### src/rtl/drdy_pkg.sv
package drdy_pkg;
   typedef enum logic [1:0] {
      ST_IDLE  = 2'd0,
      ST_HOLD  = 2'd1,
      ST_READY = 2'd2
   } strobe_state_t;
endpackage

### src/rtl/drdy_period_ctr.sv
module drdy_period_ctr #(
   parameter int PERIOD_CYC = 1024,
   parameter int SYNC_MIN   = 11,
   localparam int CNT_W     = (PERIOD_CYC > 1) ? $clog2(PERIOD_CYC) : 1
) (
   input  logic             clk,
   input  logic             rst_n,
   input  logic             sync_n_i,
   output logic [CNT_W-1:0] cnt_o,
   output logic             tick_o,
   output logic             sync_hit_o
);
   localparam logic [CNT_W-1:0] CNT_LAST = CNT_W'(PERIOD_CYC - 1);

   logic [CNT_W-1:0] cnt_q;
   logic             sync_hit;

   generate
      if (SYNC_MIN == 1) begin : g_direct
         assign sync_hit = ~sync_n_i;
      end else begin : g_count
         localparam int LOW_W = $clog2(SYNC_MIN + 1);
         logic [LOW_W-1:0] low_q;
         always_ff @(posedge clk or negedge rst_n) begin
            if (!rst_n)                          low_q <= '0;
            else if (sync_n_i)                   low_q <= '0;
            else if (low_q != LOW_W'(SYNC_MIN))  low_q <= low_q + 1'b1;
         end
         assign sync_hit = ~sync_n_i && (low_q >= LOW_W'(SYNC_MIN - 1));
      end
   endgenerate

   always_ff @(posedge clk or negedge rst_n) begin
      if (!rst_n)                cnt_q <= '0;
      else if (sync_hit)         cnt_q <= '0;
      else if (cnt_q == CNT_LAST) cnt_q <= '0;
      else                       cnt_q <= cnt_q + 1'b1;
   end

   assign cnt_o      = cnt_q;
   assign tick_o     = (cnt_q == CNT_LAST) && !sync_hit;
   assign sync_hit_o = sync_hit;


   sync_clear_chk: assert property (@(posedge clk) disable iff (!rst_n)
      sync_hit_o |=> (cnt_o == '0));

   wrap_chk: assert property (@(posedge clk) disable iff (!rst_n)
      tick_o |=> (cnt_o == '0));

   range_chk: assert property (@(posedge clk) disable iff (!rst_n)
      cnt_o <= CNT_LAST);
endmodule

### src/rtl/drdy_strobe_fsm.sv
module drdy_strobe_fsm
   import drdy_pkg::*;
#(
   parameter int STROBE_CYC = 12
) (
   input  logic clk,
   input  logic rst_n,
   input  logic res_valid_i,
   input  logic busy_i,
   input  logic sync_n_i,
   output logic drdy_n_o,
   output logic load_en_o
);
   localparam int HOLD_W = $clog2(STROBE_CYC);
   localparam logic [HOLD_W-1:0] HOLD_LAST = HOLD_W'(STROBE_CYC - 1);

   strobe_state_t    state_q;
   logic [HOLD_W-1:0] hold_q;
   logic             busy_q;
   logic             xact_end;

   assign xact_end = busy_q && !busy_i;

   always_ff @(posedge clk or negedge rst_n) begin
      if (!rst_n) begin
         state_q <= ST_IDLE;
         hold_q  <= '0;
         busy_q  <= 1'b0;
      end else begin
         busy_q <= busy_i;
         if (!sync_n_i) begin
            state_q <= ST_IDLE;
            hold_q  <= '0;
         end else begin
            case (state_q)
               ST_HOLD: begin
                  if (hold_q == HOLD_LAST) begin
                     state_q <= ST_READY;
                     hold_q  <= '0;
                  end else begin
                     hold_q <= hold_q + 1'b1;
                  end
               end
               ST_READY: begin
                  if (res_valid_i && !busy_i) begin
                     state_q <= ST_HOLD;
                     hold_q  <= '0;
                  end else if (xact_end) begin
                     state_q <= ST_IDLE;
                  end
               end
               default: begin
                  if (res_valid_i && !busy_i) begin
                     state_q <= ST_HOLD;
                     hold_q  <= '0;
                  end
               end
            endcase
         end
      end
   end

   always_comb begin
      load_en_o = (state_q == ST_HOLD) && (hold_q == HOLD_LAST) && sync_n_i;
      drdy_n_o  = (state_q != ST_READY) || !sync_n_i;
   end


   load_ready_chk: assert property (@(posedge clk) disable iff (!rst_n)
      load_en_o |=> (state_q == ST_READY));

   fall_after_load_chk: assert property (@(posedge clk) disable iff (!rst_n)
      $fell(drdy_n_o) |-> $past(load_en_o));

   discard_chk: assert property (@(posedge clk) disable iff (!rst_n)
      (state_q == ST_READY && res_valid_i && busy_i && sync_n_i) |=> (state_q == ST_READY));

   sync_block_chk: assert property (@(posedge clk) disable iff (!rst_n)
      !sync_n_i |=> (state_q == ST_IDLE));
endmodule

### src/rtl/drdy_settle_trk.sv
module drdy_settle_trk #(
   parameter int SETTLE_NORMAL = 4,
   parameter int SETTLE_SYNC   = 3
) (
   input  logic clk,
   input  logic rst_n,
   input  logic input_chg_i,
   input  logic sync_hit_i,
   input  logic tick_i,
   output logic valid_o
);
   localparam int SW = $clog2(SETTLE_NORMAL + 1);
   localparam logic [SW-1:0] LD_NORMAL = SW'(SETTLE_NORMAL);
   localparam logic [SW-1:0] LD_SYNC   = SW'(SETTLE_SYNC);

   logic [SW-1:0] settle_q;

   always_ff @(posedge clk or negedge rst_n) begin
      if (!rst_n)                       settle_q <= LD_NORMAL;
      else if (sync_hit_i)              settle_q <= LD_SYNC;
      else if (input_chg_i)             settle_q <= LD_NORMAL;
      else if (tick_i && settle_q != '0) settle_q <= settle_q - 1'b1;
   end

   assign valid_o = (settle_q == '0);


   sync_settle_chk: assert property (@(posedge clk) disable iff (!rst_n)
      sync_hit_i |=> (settle_q == LD_SYNC));

   chg_settle_chk: assert property (@(posedge clk) disable iff (!rst_n)
      (input_chg_i && !sync_hit_i) |=> (settle_q == LD_NORMAL));

   hold_valid_chk: assert property (@(posedge clk) disable iff (!rst_n)
      (valid_o && !input_chg_i && !sync_hit_i) |=> valid_o);
endmodule

### src/rtl/drdy_seq.sv
module drdy_seq #(
   parameter int PERIOD_CYC    = 1024,
   parameter int STROBE_CYC    = 12,
   parameter int SYNC_MIN      = 11,
   parameter int SETTLE_NORMAL = 4,
   parameter int SETTLE_SYNC   = 3,
   localparam int CNT_W        = (PERIOD_CYC > 1) ? $clog2(PERIOD_CYC) : 1
) (
   input  logic             clk,
   input  logic             rst_n,
   input  logic             res_valid_i,
   input  logic             busy_i,
   input  logic             sync_n_i,
   input  logic             input_chg_i,
   output logic             drdy_n_o,
   output logic             load_en_o,
   output logic             period_tick_o,
   output logic [CNT_W-1:0] period_cnt_o,
   output logic             out_valid_o
);
   generate
      if (STROBE_CYC < 2) begin : g_bad_strobe
         $error("STROBE_CYC must be at least 2");
      end
      if (PERIOD_CYC < 2 * STROBE_CYC) begin : g_bad_period
         $error("PERIOD_CYC must cover two strobe phases");
      end
      if (SYNC_MIN < 1) begin : g_bad_sync
         $error("SYNC_MIN must be at least 1");
      end
      if (SETTLE_SYNC < 1 || SETTLE_SYNC > SETTLE_NORMAL) begin : g_bad_settle
         $error("SETTLE_SYNC must lie in 1..SETTLE_NORMAL");
      end
   endgenerate

   logic sync_hit;
   logic tick;

   drdy_period_ctr #(
      .PERIOD_CYC (PERIOD_CYC),
      .SYNC_MIN   (SYNC_MIN)
   ) u_ctr (
      .clk        (clk),
      .rst_n      (rst_n),
      .sync_n_i   (sync_n_i),
      .cnt_o      (period_cnt_o),
      .tick_o     (tick),
      .sync_hit_o (sync_hit)
   );

   drdy_strobe_fsm #(
      .STROBE_CYC (STROBE_CYC)
   ) u_fsm (
      .clk         (clk),
      .rst_n       (rst_n),
      .res_valid_i (res_valid_i),
      .busy_i      (busy_i),
      .sync_n_i    (sync_n_i),
      .drdy_n_o    (drdy_n_o),
      .load_en_o   (load_en_o)
   );

   drdy_settle_trk #(
      .SETTLE_NORMAL (SETTLE_NORMAL),
      .SETTLE_SYNC   (SETTLE_SYNC)
   ) u_settle (
      .clk         (clk),
      .rst_n       (rst_n),
      .input_chg_i (input_chg_i),
      .sync_hit_i  (sync_hit),
      .tick_i      (tick),
      .valid_o     (out_valid_o)
   );

   assign period_tick_o = tick;


   sync_inhibit_chk: assert property (@(posedge clk) disable iff (!rst_n)
      !sync_n_i |-> (drdy_n_o && !load_en_o));
endmodule

### config.mk
export PLATFORM = sky130hd
export DESIGN_NAME = drdy_seq
export DESIGN_NICKNAME = d
export VERILOG_FILES = /design/src/rtl/drdy_pkg.sv /design/src/rtl/drdy_period_ctr.sv /design/src/rtl/drdy_strobe_fsm.sv /design/src/rtl/drdy_settle_trk.sv /design/src/rtl/drdy_seq.sv
export SDC_FILE = /design/constraint.sdc
export NUM_CORES = 1
export LEC_CHECK = 0
export CORE_MARGIN = 2
export CORE_UTILIZATION = 52
export CTS_BUF_LIST = sky130_fd_sc_hd__clkbuf_8 sky130_fd_sc_hd__clkbuf_16
export CTS_CLUSTER_DIAMETER = 200
export DETAILED_ROUTE_END_ITERATION = 7
export GPL_ROUTABILITY_DRIVEN = 0
export PLACE_DENSITY = 0.85
export SYNTH_ARGS = -nofsm -noshare
export SYNTH_HDL_FRONTEND = slang
export SYNTH_SLANG_ARGS = --single-unit
### constraint.sdc
create_clock -name clk -period 2.07 [get_ports clk]
set_input_delay 0.207 -clock clk [delete_from_list [all_inputs] [get_ports clk]]
set_output_delay 0.207 -clock clk [all_outputs]
set_load 0.01 [all_outputs]
* After elaboration in Yosys (flattened, before gate mapping)
Index checks and enable logic that the tools add are counted.
Word-level totals: register bits 24, output and inout bits 14, logic and storage cells 55
Operators by class: $add $sub $neg 4, order comparisons 1, equal/unequal tests 10, muxes and demuxes 17, bitwise logic cells 1, reductions and logical operators 16
Operator list (count):
- $mux 4 | 6
- $mux 10 | 2
- $add 10x1->10 const B | 1
- $eq 10x10->1 const B | 1
- $mux 2 | 5
- $mux 3 | 3
- $add 4x1->4 const B | 2
- $logic_and 1x1->1 | 7
- $reduce_bool 3->1 | 2
- $eq 4x4->1 const B | 1
- $ge 4x4->1 const B | 1
- $ne 4x1->1 const B | 1
- $ne 4x2->1 const B | 1
- $ne 4x4->1 const B | 1
- $pmux 2 s2 | 1
- $logic_not 1->1 | 3
- $logic_not 3->1 | 1
- $ne 3x1->1 const B | 1
- $ne 3x3->1 const B | 1
- $reduce_and 3->1 | 1
- $sub 3x1->3 const B | 1
- $eq 2x1->1 const B | 1
- $eq 2x2->1 const B | 1
- $ne 2x2->1 const B | 1
- other kinds (3) | 3

* Depth between registers and ports, before layout
depth in word-level cells 8, mapped depth 6, depth with buffers taken out 6

* Hierarchy
A second synthesis with hierarchy kept.
Second synthesis, totals: cells, all modules 130, area total of the unflattened synthesis 1335.0 µm²
By module, submodules not included:
- drdy_period_ctr | instances 1, cells each 68, area an instance 704.4 µm², seq. area each 350.3 µm²
- drdy_strobe_fsm | instances 1, cells each 45, area an instance 437.9 µm², seq. area each 175.2 µm²
- drdy_settle_trk | instances 1, cells each 17, area an instance 192.7 µm², seq. area each 76.3 µm²

* Worst setup path before layout
OpenSTA, ideal clock, no wires.
path type reg2reg, from register u_settle.settle_q[0], to register u_settle.settle_q[2], setup time 0.094 ns, data arrival time 1.477 ns, required time 1.976 ns, setup slack 0.499 ns, stages on the path, launching flop included 7, path buffers 0, period minus slack after synthesis 1.571 ns, cells stage by stage dfrtp_1 inv_1 ha_1 ha_1 nor4_4 nor3_1 a311oi_1
On the way: longest elaborated chain between the ends 4, elaborated cells on any way between the ends 7, those cells by class 1 x add/sub; 3 x mux; 3 x reduce/logical
RTL lines:
- start, declared | RTL line drdy_settle_trk.sv:16 | logic [SW-1:0] settle_q;
- start signal, assigned | RTL line drdy_settle_trk.sv:22 | else if (tick_i && settle_q != '0) settle_q <= settle_q - 1'b1;
- $sub 3x1->3 | RTL line drdy_settle_trk.sv:22
- $mux 3 | RTL line drdy_settle_trk.sv:22
- $mux 3 | RTL line drdy_settle_trk.sv:21 | else if (input_chg_i) settle_q <= LD_NORMAL;
- $mux 3 | RTL line drdy_settle_trk.sv:20 | else if (sync_hit_i) settle_q <= LD_SYNC;
Several ways; a longest one is shown, not always the timed one. The select of a mux whose other input is x is not followed. A chain may end at the register's enable or synchronous reset.

* Worst setup path in the final report
from register u_fsm.hold_q[0], to output port load_en_o
On the way: longest elaborated chain between the ends 3
RTL lines:
- start, declared | RTL line drdy_strobe_fsm.sv:18 | logic [HOLD_W-1:0] hold_q;
- start signal, assigned | RTL line drdy_strobe_fsm.sv:41 | hold_q <= hold_q + 1'b1;
- $eq 4x4->1 | RTL line drdy_strobe_fsm.sv:64 | load_en_o = (state_q == ST_HOLD) && (hold_q == HOLD_LAST) && sync_n_i;
- $logic_and 1x1->1 (2 in a row) | RTL line drdy_strobe_fsm.sv:64
- end, declared | RTL line drdy_seq.sv:16 | output logic load_en_o,
Every way passes these cells.

==> results.yml <==
logic_synthesis:
  yosysSeqAreaShare_pct: 49.5
  synth_top_flop_cell: "dfrtp_1"
  ys_types: 30
  syn-instance-count: 123
  ys.warnings.count: 0
  synth_enable_flop_cells: 0
  synthesis.area_sq_um: 1220
  syn_nets: 135
  synth.avg_cell_area_sq_um: 9.89
  synth-seq-cells: 24
  synthArstFlopShare_pct: 100
routing:
  first_pass_iters: 4
  antenna_left: 0
  vias: 962
  drc: 0
  wl_per_cell_um: 13.0
  drt-total-wl_um: 2340
  first_iter_violations: 11
  vias_per_cell: 5.34
sta:
  final_max_slew_viol_count: 0
  tightest_slew_ns: 0.335
  rsz0062_at_grt: "false"
  relSlewSlack_pct: 77.5
  fin_worst_skew_ns: 0.00378
  period_share_pct: 93.6
  fmax_mhz: 516
  fin_setup_tns_ns: 0
  setup_viol: 0
  final-hold-violation-count: 0
  min_period_ns: 1.94
worst_setup_path:
  critical_path_class: "reg -> out"
  crit_fanout: 4
  startpoint: "u_fsm.hold_q[0]"
  crit_required_ns: 1.86
  reg2reg_to: "u_settle.settle_q[2]"
  worstReg2RegStart: "u_settle.settle_q[0]"
  ff2ff_setup_slack_ns: 0.41
  r2r_cells: 6
  arrival_ns: 1.73
  end_kind: "output pin"
  crit_path_start_kind: "register"
clock_network:
  cts_sinks: 24
  htree_levels: 1
  cts-buffers-inserted: 3
  clk_pin_slew_worst_paths_ns: 0.08
  cts_tree: "yes"
  clockBufferDepth: 2
  clock_latency_ns: 0.27
  root_buffer: "clkbuf_8"
  hold_buffers: 0
final_layout:
  layout_commonest_cell: "dfrtp_1"
  final_util_pct: 69.5
  n_antenna_cell: 0
  mostFrequentLayoutCells: "dfrtp_1 (23), nor2_1 (19), clkdlybuf4s50_1 (18)"
  nets: 165
  drive_gt1_share_pct: 9.21
  synthToLayoutAreaGrowth_pct: 26.3
  fin_cells: 180
run_status:
  status: "finished, final reports clean"
die:
  start_util_pct: 55.0
  dieArea_sq_um: 2740
  die_y_um: 52.4
  die_w_um: 52.4
  rows: 17
  coreArea_sq_um: 2210
  pin_count: 20
placed_design:
  dp.cells: 175
  dp_hpwl_um: 1750
  io_buffers: 19
power_and_ir_drop:
  pwr_density_cell_nw_per_um2: 992
  power_uw: 1520
  power_leakage_uw: 0.000671
  irDropWorstVdd_mv: 0.903
global_routing:
  grt_overflow_total: 0
  grt_first_pass_wirelength_um: 4180
  grt_max_degree: 25
  grtUsageTotal_pct: 21.3
  grt_pass1_vias: 953
  antenna_found_initial: 0
run:
  maxCapViolCount: 0
hold_path:
  hp-class: "in -> async"
==> cell type report <==
class                   instances  area (sq um)
clock buffers                   3          41.3
inverters                      11          41.3
flip-flops and latches         24           602
fillers                       179           676
well taps                      28          35.0
repair buffers                 26           241
clock inverters                 1          3.75
multi-input cells              87           572
==> worst max path at each step <==
stage                            to  slack [ns]  depth (start not counted)
2_1_floorplan  u_settle.settle_q[2]        0.50                          6
3_3_place_gp          period_tick_o        0.19                          5
3_5_place_dp          period_tick_o        0.14                          5
4_1_cts                   load_en_o        0.13                          4
5_1_grt                   load_en_o       0.005                          4
6_report                  load_en_o        0.13                          4
==> kinds of logic (layout without fill, tap and decap cells) <==
| family | Yosys count | in the layout | share of synthesized area [%] |
|---|---|---|---|
| flip-flops | 24 | 24 | 49.5 |
| adder cells (fa/ha/maj) | 6 | 6 | 6.17 |
| buffers and inverters | 12 | 41 | 3.70 |
| AND/OR/NAND/NOR | 50 | 50 | 21.9 |
| XOR/XNOR | 10 | 10 | 7.20 |
| AO/OA/AOI/OAI | 21 | 21 | 11.5 |
==> flip-flops by register name, summed over array words and instances, names as in the netlist <==
signal	cells
u_ctr.cnt_o	10
u_ctr.g_count.low_q	4
u_fsm.busy_q	1
u_fsm.hold_q	4
u_fsm.state_q	2
u_settle.settle_q	3
==> critical path, stage by stage, from the launching register on <==
cell and delay, ns:
dfrtp_1 0.39, ha_1 0.23, nand3b_1 0.17, nor2_1 0.13, clkdlybuf4s50_1 0.54
==> cell usage after synthesis, drive strengths merged, types with 3 or more instances <==
cell type,n,area [sq um]
a21oi,5,25.0
dfrtp,23,576
ha,6,75.1
inv,11,41.3
nand2,9,33.8
nand3,6,30.0
nand3b,3,22.5
nor2,19,71.3
nor3,3,15.0
o21ai,6,30.0
xnor2,7,61.3
xor2,3,26.3
==> repair_timing <==
| item | 4_1_cts | 5_1_grt |
|---|---|---|
| endpoints found under the setup margin | 1 | 0 |
| buffers inserted | 1 | 0 |
| gates resized for setup | 2 | 0 |
==> per-stage QoR <==
| stage | setup WS [ns] | hold slack, ns | instance area [sq um] |
|---|---|---|---|
| after global placement | 0.187 | 0.467 | 1480 |
| final | 0.133 | 0.289 | 1540 |
| after global routing | 0.00454 | 0.329 | 1540 |
| after floorplan | 0.499 | -0.0886 | 1220 |
| after CTS | 0.126 | 0.293 | 1540 |
| after detailed placement | 0.139 | 0.508 | 1480 |
==> power breakdown <==
| group | internal [uW] | switching [uW] | total, uW |
|---|---|---|---|
| sequential | 566 | 125 | 691 |
| clock | 133 | 149 | 282 |
| combinational | 296 | 255 | 551 |
==> per-layer routing <==
layer	track usage (%)	vias up	routed length (um)
met4	12.4	0	77
met2	34.2	11	1120
met5	0	-	0
met1	26.7	459	1080
met3	3.71	7	55
li1	-	485	-
Note: power is estimated with default switching activity, not from simulation.
